$ cat config.mk
export PLATFORM = sky130hd
export DESIGN_NAME = jdiv8_top
export DESIGN_NICKNAME = d
export VERILOG_FILES = /design/src/rtl/jdiv_pkg.sv /design/src/rtl/jdiv_classify.sv /design/src/rtl/jdiv_next.sv /design/src/rtl/jdiv_ring_reg.sv /design/src/rtl/jdiv_phase_mux.sv /design/src/rtl/jdiv8_top.sv
export SDC_FILE = /design/constraint.sdc
export NUM_CORES = 1
export LEC_CHECK = 0
export ABC_AREA = 1
export BUFFER_PORTS_ARGS = -buffer_cell sky130_fd_sc_hd__buf_2
export CORE_AREA = 2 2 39 41
export CTS_BUF_LIST = sky130_fd_sc_hd__clkbuf_8 sky130_fd_sc_hd__clkbuf_16
export CTS_CLUSTER_SIZE = 30
export DETAILED_ROUTE_END_ITERATION = 7
export DIE_AREA = 0 0 41 43
export SLEW_MARGIN = 20
export SYNTH_ARGS = -nofsm -noshare
export SYNTH_HDL_FRONTEND = slang
export SYNTH_SLANG_ARGS = --single-unit
$ cat constraint.sdc
create_clock -name clk -period 1.8 [get_ports clk]
set_input_delay 0.45 -clock clk [delete_from_list [all_inputs] [get_ports clk]]
set_output_delay 0.45 -clock clk [all_outputs]
set_load 0.01 [all_outputs]
$ cat src/rtl/jdiv_pkg.sv
package jdiv_pkg;
    typedef enum logic {
        ST_LEGAL   = 1'b0,
        ST_ILLEGAL = 1'b1
    } jdiv_class_e;
endpackage

$ cat src/rtl/jdiv_classify.sv
module jdiv_classify
    import jdiv_pkg::*;
#(
    parameter int STAGES = 4
) (
    input  logic [STAGES-1:0] q,
    output jdiv_class_e       cls
);
    logic [$clog2(STAGES+1)-1:0] edges;

    // A code is on the twisted-ring cycle when neighbouring stages differ at most once.
    always_comb begin
        edges = '0;
        for (int i = 0; i < STAGES-1; i++) begin
            if (q[i] != q[i+1]) edges = edges + 1'b1;
        end
        cls = (edges <= 1) ? ST_LEGAL : ST_ILLEGAL;
    end
endmodule

$ cat src/rtl/jdiv_next.sv
module jdiv_next
    import jdiv_pkg::*;
#(
    parameter int STAGES = 4
) (
    input  logic              clk,
    input  logic              rst,
    input  logic              en,
    input  jdiv_class_e       cls,
    input  logic [STAGES-1:0] q,
    output logic [STAGES-1:0] d
);
    always_comb begin
        if (!en) begin
            d = q;
        end else begin
            unique case (cls)
                ST_LEGAL:   d = {q[STAGES-2:0], ~q[STAGES-1]};
                ST_ILLEGAL: d = '0;
                default:    d = '0;
            endcase
        end
    end

    // a shift from a legal code flips exactly one stage
    a_r4_one_bit: assert property (@(posedge clk) disable iff (rst)
        (en && cls == ST_LEGAL) |-> ($countones(d ^ q) == 1));

    // an illegal code is cleared by the next enabled edge
    a_r6_recover: assert property (@(posedge clk) disable iff (rst)
        (en && cls == ST_ILLEGAL) |-> (d == '0));
endmodule

$ cat src/rtl/jdiv_ring_reg.sv
module jdiv_ring_reg #(
    parameter int STAGES = 4
) (
    input  logic              clk,
    input  logic              rst,
    input  logic [STAGES-1:0] d,
    output logic [STAGES-1:0] q
);
    logic [STAGES-1:0] q_r;

    always_ff @(posedge clk) begin
        if (rst) q_r <= '0;
        else     q_r <= d;
    end

    assign q = q_r;

    // reset clears every stage on the same edge
    a_r1_reset_zero: assert property (@(posedge clk)
        rst |=> (q == '0));
endmodule

$ cat src/rtl/jdiv_phase_mux.sv
module jdiv_phase_mux #(
    parameter int STAGES = 4,
    parameter int SEL_W  = 2
) (
    input  logic [STAGES-1:0] phases,
    input  logic [SEL_W-1:0]  sel,
    output logic              y
);
    always_comb begin
        y = phases[0];
        for (int k = 0; k < STAGES; k++) begin
            if (sel == SEL_W'(k)) y = phases[k];
        end
    end
endmodule

$ cat src/rtl/jdiv8_top.sv
module jdiv8_top
    import jdiv_pkg::*;
#(
    parameter int STAGES = 4,
    parameter int SEL_W  = $clog2(STAGES)
) (
    input  logic              clk,
    input  logic              rst,
    input  logic              clk_en,
    input  logic [SEL_W-1:0]  phase_sel,
    output logic [STAGES-1:0] stage_clk,
    output logic              div_clk
);
    localparam int RATIO = 2 * STAGES;

    jdiv_class_e       cls;
    logic [STAGES-1:0] q;
    logic [STAGES-1:0] d;

    jdiv_classify #(.STAGES(STAGES)) u_cls (.q(q), .cls(cls));

    jdiv_next #(.STAGES(STAGES)) u_next (
        .clk(clk), .rst(rst), .en(clk_en), .cls(cls), .q(q), .d(d)
    );

    jdiv_ring_reg #(.STAGES(STAGES)) u_reg (
        .clk(clk), .rst(rst), .d(d), .q(q)
    );

    jdiv_phase_mux #(.STAGES(STAGES), .SEL_W(SEL_W)) u_mux (
        .phases(q), .sel(phase_sel), .y(div_clk)
    );

    assign stage_clk = q;

    // a low enable freezes the register
    a_r5_hold: assert property (@(posedge clk) disable iff (rst)
        !clk_en |=> $stable(stage_clk));

    // the ratio parameter stays tied to the stage count
    initial a_r8_ratio: assert (RATIO == 2 * STAGES && RATIO >= 4);
endmodule

==> reports/qor.log, run 1 <==
INFO  clock_network  clk_path_buf_depth=2
INFO  global_routing grt.overflow.total=0
INFO  clock_network  post_cts_resized=0
INFO  synthesis      synth.net_count=41
INFO  route          postRouteAntennaNets=0
INFO  route          met1_length=203µm
INFO  route          drtPass1Iterations=3
INFO  sta            layout_min_cycle_time=1.44ns
INFO  synthesis      postSynthAreaPerCell=6.97µm²
INFO  cells_and_area largest_register_ffs=4
INFO  cells_and_area synthesis_to_finish_area_growth=43.6%
INFO  route          drt-initial-drc-count=4
INFO  cells_and_area drive_gt1_share=29.8%
INFO  synthesis      synth.cell_area=244µm²
INFO  synthesis      syn_inst=35
INFO  sta            timing.final.hold_violations=0
INFO  cells_and_area diodes=0
INFO  worst_hold_path hold_path_class=input port to flop
INFO  clock_network  cts_hold_buffers=0
INFO  cells_and_area post-route-cell-area=350µm²
INFO  clock_network  worstSkewPairLatency=0.21ns
INFO  synthesis      synth-seq-area-share=32.8%
INFO  route          vias_per_cell=4.10
INFO  power          switching_power=0.0000790W
INFO  power          vdd_ir_drop_max=0.000409V
INFO  power          seqPwrFrac=30.5%
INFO  setup_path     cp_cell_sequence=inv_1 -> nand2_1 -> nand3_1 -> nand2_1 -> buf_2
INFO  cells_and_area layout_common_cells=buf_2 (9), inv_1 (7), nand2_1 (7), nand3_1 (4), dfxtp_1 (4)
INFO  synthesis      synth.lib_cells_used.distinct=11
INFO  route          route.met3.wl=37µm
INFO  route          detail_route.wl_per_cell=7.57µm
INFO  floorplanning  fp-row-count=14
INFO  sta            max_freq=0.693GHz
INFO  setup_path     worstPathRequired=1.35ns
INFO  sta            unrepaired_setup_endpoints_after_global_routing=no
INFO  placed_design  dpl.hpwl=409µm
INFO  global_routing globalRouteTotalUtil=8.34%
INFO  power          pint=0.000262W
INFO  global_routing vias_in_the_first_global_route=236
INFO  synthesis      synth.yosys.warnings=0
INFO  global_routing grt_first_pass_wirelength=903µm
INFO  clock_network  cts_sinks=4
INFO  run_status     status=finished clean
INFO  sta            maxSlewViolCount=0
INFO  floorplanning  fp.dieW=41µm
INFO  clock_network  post-cts-setup-buffer-count=0
INFO  route          routed_wl=477µm
INFO  cells_and_area nets=55
INFO  sta            max_slew.worst_pin.slew=0.229ns
INFO  clock_network  worst_setup_hold_path_clk_slew=0.03ns
INFO  floorplanning  design.portCount=10
INFO  floorplanning  core_region_area=0.00138mm²
INFO  route          highest-signal-layer=met4
INFO  floorplanning  initial_utilization=17.6%
INFO  sta            slew_headroom=84.7%
INFO  synthesis      synth-seq-cells=4
INFO  sta            timing.clock.skew=0.000510ns
INFO  job            max-cap-violations=0
INFO  setup_path     cp_slowest_cell=dfxtp_1
INFO  setup_path     reg2reg_slack=0.43ns
INFO  clock_network  root_buffer=clkbuf_8
INFO  power          sw_frac_of_total=23.2%
INFO  route          vias_post_dr=258
INFO  clock_network  tritoncts_buffer_count=3
INFO  cells_and_area final_common_cell=buf_2
INFO  route          met2RoutedLength=215µm
INFO  clock_network  cts_tree=done
INFO  route          drc_errors=0
INFO  placed_design  globalplace.congestion=0.693
INFO  setup_path     crit_path_start_kind=flop
INFO  floorplanning  dieHeight=43µm
INFO  setup_path     worst_ep_arrival_time=0.99ns
INFO  sta            tns=0ns
INFO  sta            setup-violations-final=0
INFO  placed_design  place_area=309µm²
INFO  sta            fin_crit_sh=80.2%
INFO  placed_design  io_buffers=9
INFO  setup_path     cp_max_fo=6
INFO  setup_path     setup.worst_path.end_class=primary output
INFO  global_routing largest_net_degree_at_the_start_of_global_routing=7
INFO  power          power.density=973mW/mm²
INFO  setup_path     worstSetupPathType=flop to primary output
INFO  floorplanning  die-area=0.00176mm²
INFO  setup_path     cp_slowest_stage_delay=0.42ns
INFO  setup_path     worst_path_most_repeated_cell=nand2_1
INFO  power          comb_power_share=15.5%
INFO  clock_network  h-tree-depth=1
INFO  power          power_frac_clock=54.0%
INFO  power          total_leakage_power=0.171nW
INFO  global_routing grt_antenna_before_repair=0
-- worst max-delay path: cells and delay by family, from the launching register on --
kind / cells / cell delay [ns]
buffers and inverters: 2 / 0.19
DFF: 1 / 0.42
and+or+nand+nor: 3 / 0.17
-- worst paths after layout --
kind | cells after the start | endpoint | from
worst max register to register | 4 | u_reg.q[3] | u_reg.q[1]
worst min-delay path | 2 | u_reg.q[1] | rst
worst min register to register | 2 | u_reg.q[0] | u_reg.q[0]
worst max-delay path | 5 | div_clk | u_reg.q[1]
-- kinds of logic (layout without fill, tap and decap cells) --
logic type	after synthesis	count (layout)	share of synthesized area, %
xor+xnor	3	3	10.8
simple gates	13	13	22.1
flops	4	4	32.8
fa+ha+maj	1	1	8.21
buf+inv	8	20	12.3
compound gates	6	6	13.8
-- area by class of cell --
| cell class | count | area (µm²) |
|---|---|---|
| clock buffers | 3 | 41.3 |
| fillers | 154 | 1030 |
| inverters | 8 | 30.0 |
| multi-input cells | 23 | 134 |
| flip-flops and latches | 4 | 80.1 |
| well taps | 16 | 20.0 |
| repair buffers | 9 | 45.0 |
-- cells in the mapped netlist --
master	count	share of area [%]
fa_1	1	8.2
a21oi_2	1	3.6
nand3_1	4	8.2
nand2_1	7	11
a21oi_1	3	6.2
inv_2	1	1.5
nor2_1	2	3.1
dfxtp_1	4	33
o21ai_0	2	4.1
xnor2_1	3	11
inv_1	7	11
-- per-layer routing --
metal / up-vias / GRT usage [%]
li1: 131 / -
met1: 115 / 9.03
met2: 9 / 9.69
met3: 3 / 4.71
met4: 0 / 10.0
met5: - / 0
-- power groups by stage --
stage / combinational, W / clock [W] / sequential [W]
after floorplan: 0.0000321 / 0 / 0.000107
after global placement: 0.0000528 / 0 / 0.000105
after detailed placement: 0.0000538 / 0 / 0.000105
after CTS: 0.0000539 / 0.000188 / 0.000104
after global routing: 0.0000611 / 0.000195 / 0.000105
final: 0.0000527 / 0.000184 / 0.000104
-- through the flow --
stage	cells	power, W	util, %	setup slack [ns]	hold slack, ns
final	63	0.000341	25.3	0.357	0.423
after global routing	63	0.000361	25.3	0.269	0.426
after CTS	63	0.000346	25.3	0.346	0.423
after detailed placement	60	0.000159	22.3	0.412	0.521
after global placement	60	0.000158	22.3	0.421	0.515
after floorplan	35	0.000139	-	0.444	0.512
No activity file was read; power rests on OpenSTA's default activity.
==> inputs of run 2 (changes only) <==
--- a/config.mk
+++ b/config.mk
@@ -5,7 +5,7 @@
 export SDC_FILE = /design/constraint.sdc
 export NUM_CORES = 1
 export LEC_CHECK = 0
-export ABC_AREA = 1
+export ABC_AREA = 0
 export BUFFER_PORTS_ARGS = -buffer_cell sky130_fd_sc_hd__buf_2
 export CORE_AREA = 2 2 39 41
 export CTS_BUF_LIST = sky130_fd_sc_hd__clkbuf_8 sky130_fd_sc_hd__clkbuf_16
==> constraint.sdc (replaced) <==
create_clock -name clk -period 1.3 [get_ports clk]
set_input_delay 0.325 -clock clk [delete_from_list [all_inputs] [get_ports clk]]
set_output_delay 0.325 -clock clk [all_outputs]
set_load 0.01 [all_outputs]
==> reports/qor.log, run 2 <==
INFO  run_status     status=finished, violations left
INFO  run_status     failing_checks=negative setup slack
INFO  sta            timing.final.hold_violations=0
INFO  sta            postLayoutSetupSlackWorst=-0.167ns
INFO  synthesis      synthDominantCellAreaShare=37.0%
INFO  cells_and_area fillers=149
INFO  synthesis      netlist.top_cell.by_area=dfxtp_1
INFO  sta            slew_headroom=88.7%
INFO  worst_hold_path hold_path_class=input port to flop
INFO  cells_and_area final_util=31.7%
INFO  cells_and_area diodes=0
INFO  sta            fin_crit_sh=113%
INFO  global_routing globalRouteTotalUtil=8.54%
INFO  route          drc_errors=0
INFO  placed_design  io_buffers=9
INFO  floorplanning  initial_utilization=15.6%
INFO  synthesis      synth.net_count=27
INFO  global_routing grt.overflow.total=0
INFO  sta            timing.clock.skew=0.00273ns
INFO  placed_design  globalplace.congestion=0.713
INFO  floorplanning  die-area=0.00176mm²
INFO  cells_and_area largest_register_ffs=4
INFO  sta            maxSlewViolCount=0
INFO  power          total_power=0.000463W
INFO  global_routing vias_in_the_first_global_route=237
INFO  setup_path     worstSetupPathType=flop to primary output
INFO  sta            layout_min_cycle_time=1.47ns
INFO  synthesis      syn_inst=21
INFO  global_routing largest_net_degree_at_the_start_of_global_routing=9
INFO  placed_design  dpl.hpwl=361µm
INFO  setup_path     crit_path_start_kind=flop
INFO  global_routing grt_first_pass_wirelength=931µm
INFO  setup_path     worst_ep_arrival_time=1.14ns
INFO  synthesis      synth.lib_cells_used.distinct=8
INFO  floorplanning  fp.dieW=41µm
INFO  global_routing grt_antenna_before_repair=0
INFO  clock_network  cts_hold_buffers=0
INFO  power          total_leakage_power=0.174nW
INFO  power          vdd_ir_drop_max=0.000536V
INFO  synthesis      synth-seq-cells=4
INFO  floorplanning  fp-row-count=14
INFO  clock_network  h-tree-depth=1
INFO  cells_and_area nets=48
INFO  cells_and_area drive_gt1_share=80.0%
INFO  route          drt-initial-drc-count=1
INFO  floorplanning  dieHeight=43µm
INFO  route          routed_wl=635µm
INFO  synthesis      synth.area.top_cells=dfxtp_1 (37%), xnor2_1 (12%), nand2b_1 (12%)
INFO  route          postRouteAntennaNets=0
INFO  setup_path     cp_max_fo=2
INFO  sta            setup-violations-final=5
INFO  synthesis      edff_count_synth=0
INFO  clock_network  cts_tree=done
INFO  synthesis      asyncSetResetFlopFracSynth=0%
INFO  floorplanning  design.portCount=10
INFO  floorplanning  core_region_area=0.00138mm²
INFO  clock_network  root_buffer=clkbuf_8
INFO  setup_path     worstPathRequired=0.98ns
INFO  route          vias_post_dr=237
INFO  clock_network  worst_setup_hold_path_clk_slew=0.03ns
INFO  route          detail_route.wl_per_cell=11.3µm
INFO  synthesis      synthTopCellsByCount=a21oi_1 (4), dfxtp_1 (4), nand2b_1 (4)
INFO  cells_and_area final_common_cell=buf_2
INFO  synthesis      synth.cell_area=216µm²
INFO  job            max-cap-violations=0
INFO  synthesis      synth-seq-area-share=37.0%
INFO  route          drtPass1Iterations=4
INFO  route          vias_per_cell=4.23
INFO  clock_network  cts_sinks=4
INFO  setup_path     setup.worst_path.end_class=primary output
INFO  synthesis      postSynthAreaPerCell=10.3µm²
INFO  sta            max_slew.worst_pin.slew=0.169ns
INFO  cells_and_area synthesis_to_finish_area_growth=103%
INFO  clock_network  worstSkewPairLatency=0.21ns
INFO  cells_and_area layout_common_cells=buf_2 (8), buf_4 (6), nand2b_1 (4)
INFO  sta            tns=-0.311ns
INFO  sta            max_freq=0.682GHz
INFO  power          power.density=1050mW/mm²
INFO  clock_network  clk_path_buf_depth=2
INFO  sta            unrepaired_setup_endpoints_after_global_routing=yes
INFO  synthesis      synth.yosys.warnings=0
INFO  clock_network  tritoncts_buffer_count=3
INFO  synthesis      synth_ff_type=dfxtp_1
run 2: cell count changes after synthesis, sizes merged, moves of 2 or more:
cell / before / now
inv: 8 / 0
nand2: 7 / 0
nand2b: 0 / 4
nor2: 2 / 0
o21ai: 2 / 0
run 2: power by group:
part	leakage, nW	switching (W)	internal (W)
Combinational	0.117	0.0000354	0.0000426
Sequential	0.0349	0.00000348	0.000127
Clock	0.0216	0.0000576	0.000197
Total	0.174	0.0000965	0.000366
run 2: final cells by class:
type	instances	area [µm²]	area share, %
multi-input cells	17	180	41.0
repair buffers	16	108	24.5
flip-flops and latches	4	90.1	20.5
clock buffers	3	41.3	9.40
well taps	16	20.0	4.56
run 2: timing repair:
action / in CTS / in global routing
buffers inserted: 4 / 0
pin swaps: 0 / 5
endpoints found under the setup margin: 1 / 5
resized for setup: 8 / 7
run 2: critical path, cell delays in order (launching register included):
cell     delay (ns)
dfxtp_4        0.33
mux4_2         0.46
buf_6          0.14
run 2: path summary, 6_finish.rpt:
kind                    from          to  slack, ns  depth (start not counted)
hold / removal           rst  u_reg.q[0]       0.32                          2
setup reg to reg  u_reg.q[2]  u_reg.q[0]      -0.07                          5
setup / recovery  u_reg.q[1]     div_clk      -0.17                          2
hold reg to reg   u_reg.q[1]  u_reg.q[2]       0.63                          3
run 2: cells by family after synthesis:
logic type | Yosys count | synth area share, %
fa+ha+maj | 1 | 9.25
simple gates | 8 | 22.0
mux | 1 | 10.4
xor+xnor | 3 | 12.1
flops | 4 | 37.0
compound gates | 4 | 9.25
run 2: metal layers:
metal  up-vias  wire [µm]  GRT usage (%)
met1       112        219           8.39
met3         0         63           7.85
met4         0          0           2.00
li1        113          -              -
met2        12        352           12.8
met5         -          0              0
run 2: metrics by stage:
step	cell area (µm²)	instances	worst slack, ns	hold WS, ns
global route	439	56	-0.195	0.332
floorplan	218	21	0.0230	0.387
finish	439	56	-0.167	0.320
detailed placement	305	49	-0.0696	0.513
global placement	305	49	-0.0650	0.507
CTS	402	56	-0.161	0.305
==> inputs of run 3 (changes only) <==
--- a/config.mk
+++ b/config.mk
@@ -12,6 +12,7 @@
 export CTS_CLUSTER_SIZE = 30
 export DETAILED_ROUTE_END_ITERATION = 7
 export DIE_AREA = 0 0 41 43
+export PLACE_DENSITY = 0.38
 export SLEW_MARGIN = 20
 export SYNTH_ARGS = -nofsm -noshare
 export SYNTH_HDL_FRONTEND = slang
==> reports/qor.log, run 3 (synthesis gave the netlist of run 2 again) <==
INFO  run_status     status=finished, violations left
INFO  run_status     failing_checks=negative setup slack
INFO  setup_path     reg2reg_slack=-0.07ns
INFO  cells_and_area drive_gt1_share=75.0%
INFO  placed_design  post-place-ws=-0.0757ns
INFO  cells_and_area fillers=154
INFO  setup_path     setup.worst_path.end_class=primary output
INFO  cells_and_area layout_common_cells=buf_2 (8), buf_4 (7), nand2b_1 (4), a21oi_1 (4)
INFO  floorplanning  core_region_area=0.00138mm²
INFO  setup_path     crit_path_start_kind=flop
INFO  global_routing vias_in_the_first_global_route=273
INFO  floorplanning  die-area=0.00176mm²
INFO  worst_hold_path timing.hold.worst.start=rst
INFO  power          switching_power=0.0000996W
INFO  sta            fin_hold_ws=0.306ns
INFO  power          vdd_ir_drop_max=0.000464V
INFO  cells_and_area nets=48
INFO  setup_path     worstSetupPathType=flop to primary output
INFO  route          drtPass1Iterations=1
INFO  sta            setup-violations-final=5
INFO  setup_path     cp_slowest_cell=mux4_2
INFO  placed_design  io_buffers=9
INFO  sta            slew_headroom=88.1%
INFO  sta            timing.clock.skew=0.00151ns
INFO  global_routing grt.overflow.total=0
INFO  job            max-cap-violations=0
INFO  cells_and_area synthesis_to_finish_area_growth=97.1%
INFO  worst_hold_path hold_end=u_reg.q[0]
INFO  global_routing met3_usage=6.28%
INFO  setup_path     cp_cell_sequence=mux4_2 -> buf_6
INFO  global_routing globalRouteTotalUtil=9.93%
INFO  cells_and_area final_common_cell=buf_2
INFO  route          postRouteAntennaNets=0
INFO  setup_path     worst_ep_arrival_time=1.15ns
INFO  global_routing grt.met1_usage=7.69%
INFO  clock_network  clk_path_buf_depth=2
INFO  power          pint=0.000362W
INFO  sta            max_freq=0.679GHz
INFO  global_routing grt_antenna_before_repair=0
INFO  power          comb_power_share=15.3%
INFO  worst_hold_path min_delay_path_depth=2
INFO  clock_network  cts_tree=done
INFO  sta            timing.final.hold_violations=0
INFO  sta            layout_min_cycle_time=1.47ns
INFO  global_routing globalRouteMet2Util=15.9%
INFO  clock_network  worst_setup_hold_path_clk_slew=0.03ns
INFO  power          power.density=1080mW/mm²
INFO  setup_path     number_of_buffers_and_inverters_on_the_critical_path=1
INFO  setup_path     cp_slowest_stage_delay=0.46ns
INFO  floorplanning  design.portCount=10
INFO  clock_network  cts_sinks=4
INFO  power          power_frac_clock=56.7%
INFO  global_routing grt_first_pass_wirelength=1050µm
INFO  setup_path     critical_path_depth=2
INFO  power          total_leakage_power=0.170nW
INFO  setup_path     cp_max_fo=2
INFO  placed_design  globalplace.congestion=0.694
INFO  floorplanning  fp.dieW=41µm
INFO  route          detail_route.wl_per_cell=11.3µm
INFO  route          drt-initial-drc-count=0
INFO  floorplanning  dieHeight=43µm
INFO  floorplanning  fp-row-count=14
INFO  clock_network  root_buffer=clkbuf_8
INFO  sta            postLayoutSetupSlackWorst=-0.173ns
INFO  cells_and_area diodes=0
INFO  setup_path     r2r_start=u_reg.q[1]
INFO  global_routing globalRoute.busiestLayer=met2
INFO  clock_network  worstSkewPairLatency=0.22ns
INFO  sta            maxSlewViolCount=0
INFO  setup_path     worstPathRequired=0.98ns
INFO  setup_path     timing.reg2reg.worst_path_depth=5
INFO  clock_network  h-tree-depth=1
INFO  sta            max_slew.worst_pin.slew=0.178ns
INFO  worst_hold_path hold_path_class=input port to flop
INFO  floorplanning  initial_utilization=15.6%
INFO  sta            fin_crit_sh=113%
INFO  route          vias_per_cell=4.23
INFO  global_routing largest_net_degree_at_the_start_of_global_routing=9
INFO  setup_path     regToRegEndpoint=u_reg.q[0]
INFO  route          vias_post_dr=237
INFO  clock_network  cts_hold_buffers=0
INFO  setup_path     critical_path.top_delay_family=multiplexers
INFO  power          seqPwrFrac=28.0%
INFO  sta            unrepaired_setup_endpoints_after_global_routing=yes
INFO  clock_network  tritoncts_buffer_count=3
INFO  route          drc_errors=0
INFO  cells_and_area largest_register_ffs=4
INFO  route          routed_wl=633µm
INFO  power          sw_frac_of_total=21.6%
-- run 3: layer usage --
metal	share of wire, %	up-vias
met1	32	111
li1	-	114
met5	0	-
met4	3.0	0
met2	56	10
met3	9.2	2
-- run 3: area by class of cell --
| type | instances | area (µm²) | area share (%) |
|---|---|---|---|
| tap | 16 | 20.0 | 4.69 |
| sequential | 4 | 92.6 | 21.7 |
| timing repair buffer | 16 | 104 | 24.3 |
| multi-input combinational | 17 | 169 | 39.6 |
| clock buffer | 3 | 41.3 | 9.68 |
-- run 3: what timing repair did --
action	CTS	global route
setup buffers	4	0
cloned	0	0
setup endpoints to repair	3	5
pin swaps	3	5
resized for setup	10	3
-- run 3: power by group through the flow --
stage          Clock (W)  Combinational, W  Sequential (W)
4_1_cts         0.000266         0.0000661        0.000129
2_1_floorplan          0         0.0000230        0.000140
3_3_place_gp           0         0.0000490        0.000138
6_report        0.000262         0.0000707        0.000129
5_1_grt         0.000274         0.0000789        0.000130
3_5_place_dp           0         0.0000489        0.000138
-- run 3: worst max-delay path by stage --
| stage | slack (ns) | endpoint | from |
|---|---|---|---|
| floorplan | 0.02 | u_reg.q[1] | u_reg.q[0] |
| global placement | -0.07 | div_clk | phase_sel[0] |
| detailed placement | -0.08 | div_clk | phase_sel[0] |
| CTS | -0.17 | div_clk | u_reg.q[0] |
| global route | -0.20 | div_clk | u_reg.q[2] |
| finish | -0.17 | div_clk | u_reg.q[2] |
-- run 3: stage by stage --
stage	cell area [µm²]	setup TNS, ns	power (W)	util, %	instances
after floorplan	218	0	0.000163	-	21
after global placement	305	-0.0668	0.000187	22.1	49
after detailed placement	305	-0.0757	0.000187	22.1	49
after CTS	409	-0.216	0.000461	29.6	56
after global routing	427	-0.580	0.000482	30.8	56
final	427	-0.368	0.000462	30.8	56
